**src/rtl/therm_evt_pkg.sv**
```systemverilog
package therm_evt_pkg;

  typedef struct packed {
    logic crit;
    logic hi;
    logic lo;
  } trip_t;

  typedef struct packed {
    logic crit;
    logic above;
    logic below;
  } alarm_t;

  typedef enum logic {
    EVT_LEVEL = 1'b0,
    EVT_LATCH = 1'b1
  } evt_mode_e;

endpackage

```
**src/rtl/therm_sample_hold.sv**
```systemverilog
module therm_sample_hold #(
  parameter int TEMP_W = 13
) (
  input  logic              clk,
  input  logic              rst_n,
  input  logic              valid,
  input  logic              shdn,
  input  logic [TEMP_W-1:0] temp_in,
  output logic              ready,
  output logic [TEMP_W-1:0] temp_q
);

  assign ready = ~shdn;

  always_ff @(posedge clk or negedge rst_n) begin
    if (!rst_n)               temp_q <= '0;
    else if (valid && ready)  temp_q <= temp_in;
  end

endmodule

```
**src/rtl/therm_trip_cmp.sv**
```systemverilog
module therm_trip_cmp
  import therm_evt_pkg::*;
#(
  parameter int TEMP_W    = 13,
  parameter int LIM_W     = 10,
  parameter int LIM_SHIFT = 2,
  parameter int HYST_UNIT = 24
) (
  input  logic              clk,
  input  logic              rst_n,
  input  logic              shdn,
  input  logic [TEMP_W-1:0] temp_q,
  input  logic [LIM_W-1:0]  lim_hi,
  input  logic [LIM_W-1:0]  lim_lo,
  input  logic [LIM_W-1:0]  lim_crit,
  input  logic [1:0]        hyst_sel,
  output trip_t             trip,
  output alarm_t            alm_q,
  output alarm_t            alm_n
);

  localparam int SPAN   = (TEMP_W > LIM_W + LIM_SHIFT) ? TEMP_W : LIM_W + LIM_SHIFT;
  localparam int EW     = SPAN + 2;
  localparam int N_LIM  = 3;
  localparam int IX_CRT = 0;
  localparam int IX_HI  = 1;
  localparam int IX_LO  = 2;

  logic        [LIM_W-1:0] lim_raw [N_LIM];
  logic signed [EW-1:0]    lim_ext [N_LIM];
  logic signed [EW-1:0]    rel_pt  [N_LIM];
  logic signed [EW-1:0]    t_ext;
  logic signed [EW-1:0]    hy;

  assign lim_raw[IX_CRT] = lim_crit;
  assign lim_raw[IX_HI]  = lim_hi;
  assign lim_raw[IX_LO]  = lim_lo;

  assign t_ext = $signed({{(EW-TEMP_W){temp_q[TEMP_W-1]}}, temp_q});
  assign hy    = (hyst_sel == 2'd0) ? '0 : EW'(HYST_UNIT << (hyst_sel - 2'd1));

  for (genvar g = 0; g < N_LIM; g++) begin : g_lim
    assign lim_ext[g] = $signed({{(EW-LIM_W){lim_raw[g][LIM_W-1]}}, lim_raw[g]}) <<< LIM_SHIFT;
    assign rel_pt[g]  = lim_ext[g] - hy;
  end

  assign trip.crit = (t_ext >= lim_ext[IX_CRT]);
  assign trip.hi   = (t_ext >  lim_ext[IX_HI]);
  assign trip.lo   = (t_ext <  lim_ext[IX_LO]);

  always_comb begin
    alm_n = alm_q;
    if (!shdn) begin
      if (trip.crit)                    alm_n.crit  = 1'b1;
      else if (t_ext < rel_pt[IX_CRT])  alm_n.crit  = 1'b0;
      if (trip.hi)                      alm_n.above = 1'b1;
      else if (t_ext <= rel_pt[IX_HI])  alm_n.above = 1'b0;
      if (t_ext < rel_pt[IX_LO])        alm_n.below = 1'b1;
      else if (!trip.lo)                alm_n.below = 1'b0;
    end
  end

  always_ff @(posedge clk or negedge rst_n) begin
    if (!rst_n) alm_q <= '0;
    else        alm_q <= alm_n;
  end

endmodule

```
**src/rtl/therm_evt_ctl.sv**
```systemverilog
module therm_evt_ctl
  import therm_evt_pkg::*;
(
  input  logic   clk,
  input  logic   rst_n,
  input  alarm_t alm_q,
  input  alarm_t alm_n,
  input  logic   latch_mode,
  input  logic   crit_only,
  input  logic   shdn,
  input  logic   clr,
  input  logic   evt_en,
  input  logic   evt_pol,
  output logic   evt_status,
  output logic   evt_pull
);

  evt_mode_e mode;
  logic      win_chg, crossing, clr_ok, comp_n, latch_q, latch_n, evt_q, evt_n;

  assign mode     = evt_mode_e'(latch_mode);
  assign win_chg  = (alm_n.above ^ alm_q.above) | (alm_n.below ^ alm_q.below);
  assign crossing = (~crit_only & win_chg) | (alm_n.crit ^ alm_q.crit);
  assign clr_ok   = clr & ~alm_n.crit;
  assign comp_n   = alm_n.crit | (~crit_only & (alm_n.above | alm_n.below));

  always_comb begin
    latch_n = 1'b0;
    evt_n   = evt_q;
    if (mode == EVT_LATCH) begin
      if (shdn) begin
        latch_n = latch_q & ~clr_ok;
        evt_n   = evt_q & ~clr_ok;
      end else begin
        latch_n = crossing | (latch_q & ~clr_ok);
        evt_n   = latch_n | alm_n.crit;
      end
    end else if (!shdn) begin
      evt_n = comp_n;
    end
  end

  always_ff @(posedge clk or negedge rst_n) begin
    if (!rst_n) begin
      latch_q <= 1'b0;
      evt_q   <= 1'b0;
    end else begin
      latch_q <= latch_n;
      evt_q   <= evt_n;
    end
  end

  assign evt_status = evt_en & evt_q;
  assign evt_pull   = evt_status ^ evt_pol;

endmodule

```
**src/rtl/therm_evt_cmp.sv**
```systemverilog
module therm_evt_cmp
  import therm_evt_pkg::*;
#(
  parameter int TEMP_W    = 13,
  parameter int LIM_W     = 10,
  parameter int LIM_SHIFT = 2,
  parameter int HYST_UNIT = 24
) (
  input  logic              clk,
  input  logic              rst_n,
  input  logic              samp_valid,
  output logic              samp_ready,
  input  logic [TEMP_W-1:0] samp_temp,
  input  logic [LIM_W-1:0]  lim_hi,
  input  logic [LIM_W-1:0]  lim_lo,
  input  logic [LIM_W-1:0]  lim_crit,
  input  logic              cfg_latch_mode,
  input  logic              cfg_crit_only,
  input  logic [1:0]        cfg_hyst,
  input  logic              cfg_evt_en,
  input  logic              cfg_evt_pol,
  input  logic              cfg_shdn,
  input  logic              evt_clr,
  output logic              trip_crit,
  output logic              trip_hi,
  output logic              trip_lo,
  output logic              evt_status,
  output logic              evt_pull
);

  logic [TEMP_W-1:0] temp_q;
  trip_t             trip;
  alarm_t            alm_q, alm_n;

  therm_sample_hold #(.TEMP_W(TEMP_W)) u_hold (
    .clk(clk), .rst_n(rst_n), .valid(samp_valid), .shdn(cfg_shdn),
    .temp_in(samp_temp), .ready(samp_ready), .temp_q(temp_q)
  );

  therm_trip_cmp #(
    .TEMP_W(TEMP_W), .LIM_W(LIM_W), .LIM_SHIFT(LIM_SHIFT), .HYST_UNIT(HYST_UNIT)
  ) u_cmp (
    .clk(clk), .rst_n(rst_n), .shdn(cfg_shdn), .temp_q(temp_q),
    .lim_hi(lim_hi), .lim_lo(lim_lo), .lim_crit(lim_crit), .hyst_sel(cfg_hyst),
    .trip(trip), .alm_q(alm_q), .alm_n(alm_n)
  );

  therm_evt_ctl u_ctl (
    .clk(clk), .rst_n(rst_n), .alm_q(alm_q), .alm_n(alm_n),
    .latch_mode(cfg_latch_mode), .crit_only(cfg_crit_only), .shdn(cfg_shdn),
    .clr(evt_clr), .evt_en(cfg_evt_en), .evt_pol(cfg_evt_pol),
    .evt_status(evt_status), .evt_pull(evt_pull)
  );

  assign trip_crit = trip.crit;
  assign trip_hi   = trip.hi;
  assign trip_lo   = trip.lo;

endmodule

```
**config.mk**
```make
export PLATFORM = sky130hd
export DESIGN_NAME = therm_evt_cmp
export DESIGN_NICKNAME = d
export VERILOG_FILES = /design/src/rtl/therm_evt_pkg.sv /design/src/rtl/therm_sample_hold.sv /design/src/rtl/therm_trip_cmp.sv /design/src/rtl/therm_evt_ctl.sv /design/src/rtl/therm_evt_cmp.sv
export SDC_FILE = /design/constraint.sdc
export NUM_CORES = 1
export LEC_CHECK = 0
export CAP_MARGIN = 0
export CORE_UTILIZATION = 55
export DETAILED_ROUTE_END_ITERATION = 12
export DONT_BUFFER_PORTS = 1
export PLACE_DENSITY = 0.8
export SLEW_MARGIN = 20
export SYNTH_ARGS = -nofsm -noshare
export SYNTH_HDL_FRONTEND = slang
export SYNTH_SLANG_ARGS = --single-unit
```
**constraint.sdc**
```tcl
create_clock -name clk -period 5.01 [get_ports clk]
set_clock_uncertainty 0.1 [all_clocks]
set_input_delay 1.503 -clock clk [delete_from_list [all_inputs] [get_ports clk]]
set_output_delay 1.503 -clock clk [all_outputs]
set_load 0.1 [all_outputs]
```
==> impl_summary.log <==
INFO  metric peakVddDrop = 174 uV
INFO  metric clock_buffers_created_by_tritoncts = 3
INFO  metric drtPass1Iterations = 4
INFO  metric power_density = 270 nW/um^2
INFO  metric timing.final.hold_violations = 0
INFO  metric floorplan.die_area = 6240 um^2
INFO  metric worst_hold_path_type = reg -> reg
INFO  metric grt_setup_unrepaired = true
INFO  metric drc = 0
INFO  metric max_cap_viol_count = 0
INFO  metric timing.critical_path.arrival = 5.05 ns
INFO  metric yosysTopAreaCellShare = 0.346
INFO  metric clock_sink_count = 18
INFO  metric areaGrowthSynthToFinish = 16.9%
INFO  metric floorplan.initialDensity = 0.581
INFO  metric p_leak = 1.88 nW
INFO  metric post_synth_most_frequent_cells = ha_1, inv_1, nor2_1
INFO  metric drtAntennaViolNets = 0
INFO  metric synth_top_flop_cell = dfrtp_1
INFO  metric top_level_ports = 60
INFO  metric vias_per_cell = 5.96
INFO  metric die_height = 79.0 um
INFO  metric postLayoutSetupSlackWorst = -0.00668 ns
INFO  metric clkLatencyLatePin = 0.27 ns
INFO  metric htreeDepth = 1
INFO  metric timing.critical_path.fanout_max = 4
INFO  metric routed_wire_length_per_instance = 16.8 um
INFO  metric violations_in_the_final_reports = setup timing
INFO  metric timing.fmax = 199 MHz
INFO  metric synth.ff_latch_count = 18
INFO  metric overall_global_routing_usage = 0.266
INFO  metric insertedDiodeCount = 0
INFO  metric postSynthCellCount = 384
INFO  metric dr.first_iter.drc_count = 58
INFO  metric cts.clk_slew.worst_paths = 0.08 ns
INFO  metric num_vias = 2924
INFO  metric syn-mean-instance-area = 8.48 um^2
INFO  metric port_buffers = 0
INFO  metric tritoncts = done
INFO  metric wl = 8.24 mm
INFO  metric most_used_standard_cell_by_instance_count_after_synthesis = ha_1
INFO  metric fin_crit_sh = 1.00
INFO  metric synth_async_sr_flop_share = 1.00
INFO  metric post_synth_main_area_contributors = ha_1, dfrtp_1, inv_1, mux2_2, xnor2_1
INFO  metric cts.path.max_buffers = 2
INFO  metric grt_antenna_before_repair = 0
INFO  metric finalCoreUtilization = 0.679
INFO  metric grt_pass1_wl = 13.2 mm
INFO  metric setup.worst_path.start_class = primary input
INFO  metric synth_largest_area_cell = ha_1
INFO  metric finalSetupViolCount = 1
INFO  metric worst_slew_margin_rel = 0.376
INFO  metric setup-tns-final = -0.00668 ns
INFO  metric root_buffer = clkbuf_8
INFO  metric placedInstanceArea = 3600 um^2
INFO  metric grt_pass1_vias = 3078
INFO  metric place.detailed.hpwl = 6.59 mm
INFO  metric design.final.nets = 564
INFO  metric synth_seq_area_share = 0.138
INFO  metric layout.cell_area.non_filler = 3810 um^2
INFO  metric ratio_of_cells_with_drive_above_1_in_the_final_layout = 0.215
INFO  metric synth_cell_types = 52
INFO  metric grt_max_degree = 19
INFO  metric yosysWarnings = 0
INFO  metric place.gp.congestion = 0.859
INFO  metric layout_min_cycle_time = 5.02 ns
INFO  metric design.core.area = 5610 um^2
INFO  metric fp-row-count = 27
INFO  metric tightest_slew = 0.935 ns
INFO  metric chipWidth = 79.0 um
INFO  metric status = complete, but fails checks
INFO  metric worst_setup_path_end_kind = register
INFO  metric synth-edff-count = 0
INFO  metric setup_crit_path_kind = in -> reg
INFO  metric timing.final.max_slew_violations = 0
INFO  metric cts-hold-fix-buffers = 0
INFO  metric worst_ep_required = 5.04 ns
INFO  metric fin_total_pwr = 1.03 mW
INFO  metric grt-ovfl-total = 0
INFO  metric synth_area = 3260 um^2
-- area by class of cell --
type | count | area, um^2
repair buffers | 32 | 240
clock buffers | 4 | 55.1
inverters | 45 | 184
fillers | 449 | 1800
multi-input cells | 320 | 2790
well taps | 72 | 90.1
flip-flops and latches | 18 | 450
-- path summary, 6_finish.rpt --
path,startpoint,endpoint,slack (ns),depth (start not counted)
worst max register to register,u_hold.temp_q[5],u_ctl.evt_q,2.15,9
min in group asynchronous,rst_n,u_ctl.evt_q,0.82,0
max in group asynchronous,rst_n,u_hold.temp_q[3],3.91,0
worst max-delay path,cfg_hyst[1],u_ctl.evt_q,-0.007,20
worst min register to register,u_ctl.latch_q,u_ctl.latch_q,0.44,2
worst min-delay path,u_ctl.latch_q,u_ctl.latch_q,0.44,2
-- where the power goes --
group / total [mW] / internal, mW / leakage [nW] / switching (mW)
Clock: 0.129 / 0.0701 / 0.0288 / 0.0585
Combinational: 0.674 / 0.303 / 1.64 / 0.371
Sequential: 0.227 / 0.175 / 0.210 / 0.0523
Total: 1.03 / 0.547 / 1.88 / 0.482
-- per-stage QoR --
stage,setup WS [ns],hold slack (ns),std cells
detailed placement,-0.371,0.432,482
CTS,0.00905,0.446,486
floorplan,-0.200,0.389,386
global route,-0.252,0.469,491
finish,-0.00668,0.443,491
global placement,-0.239,0.434,482
-- critical path, cell delays in order --
cell	delay [ns]
inv_8	0.02
ha_1	0.16
inv_1	0.13
ha_1	0.27
o21a_1	0.19
o21a_1	0.18
o21a_1	0.20
o21ai_2	0.15
and3_4	0.22
and3_4	0.22
nor2_2	0.05
ha_1	0.33
buf_4	0.16
a21oi_2	0.12
o21ai_2	0.07
nor3_2	0.18
mux2_4	0.32
a41o_1	0.18
o31ai_2	0.26
o2111ai_1	0.15
-- routing by layer --
metal,part of all wire,up-vias,track usage
met5,0,-,0
met4,0.014,0,0.0891
met3,0.044,13,0.0345
met2,0.51,61,0.496
met1,0.43,1390,0.311
li1,-,1460,-
-- state kept, by name, summed over array words and instances (netlist names) --
register,count
u_cmp.alm_q,3
u_ctl.evt_q,1
u_hold.temp_q,13
u_ctl.latch_q,1
-- cells in the final DEF (no fill, tap or decap), types with 5 or more instances in the layout --
master	netlist	routed
a21oi_1	20	16
nand3_1	10	10
nand4_1	7	7
mux2_2	12	12
nor2b_1	5	5
nor2_1	21	18
nor3_1	14	14
a31oi_1	5	5
o21ai_2	2	5
ha_1	90	86
buf_4	0	32
a21oi_2	1	5
o21a_1	12	12
dfrtp_1	18	18
o211ai_1	5	5
or2_2	7	7
o21ai_0	10	10
a21o_1	6	6
xnor2_1	13	12
inv_1	45	43
nand2_1	20	20
-- cell families (layout without fill, tap and decap cells) --
logic type | Yosys count | after routing | share of synthesized area
adders and majority gates | 90 | 90 | 0.346
xor gates and xnor gates | 15 | 15 | 0.0403
and+or+nand+nor | 108 | 108 | 0.174
DFF | 18 | 18 | 0.138
AOI/OAI and AO/OA | 86 | 86 | 0.182
other | 1 | 3 | 0.00115
muxes | 18 | 18 | 0.0630
buffers and inverters | 48 | 81 | 0.0557
-- repair_timing --
action | CTS | global route
setup endpoints to repair | 2 | 2
gates resized for setup | 5 | 14
setup buffers | 0 | 5
pin swaps | 7 | 18
Note: power is estimated with default switching activity, not from simulation.
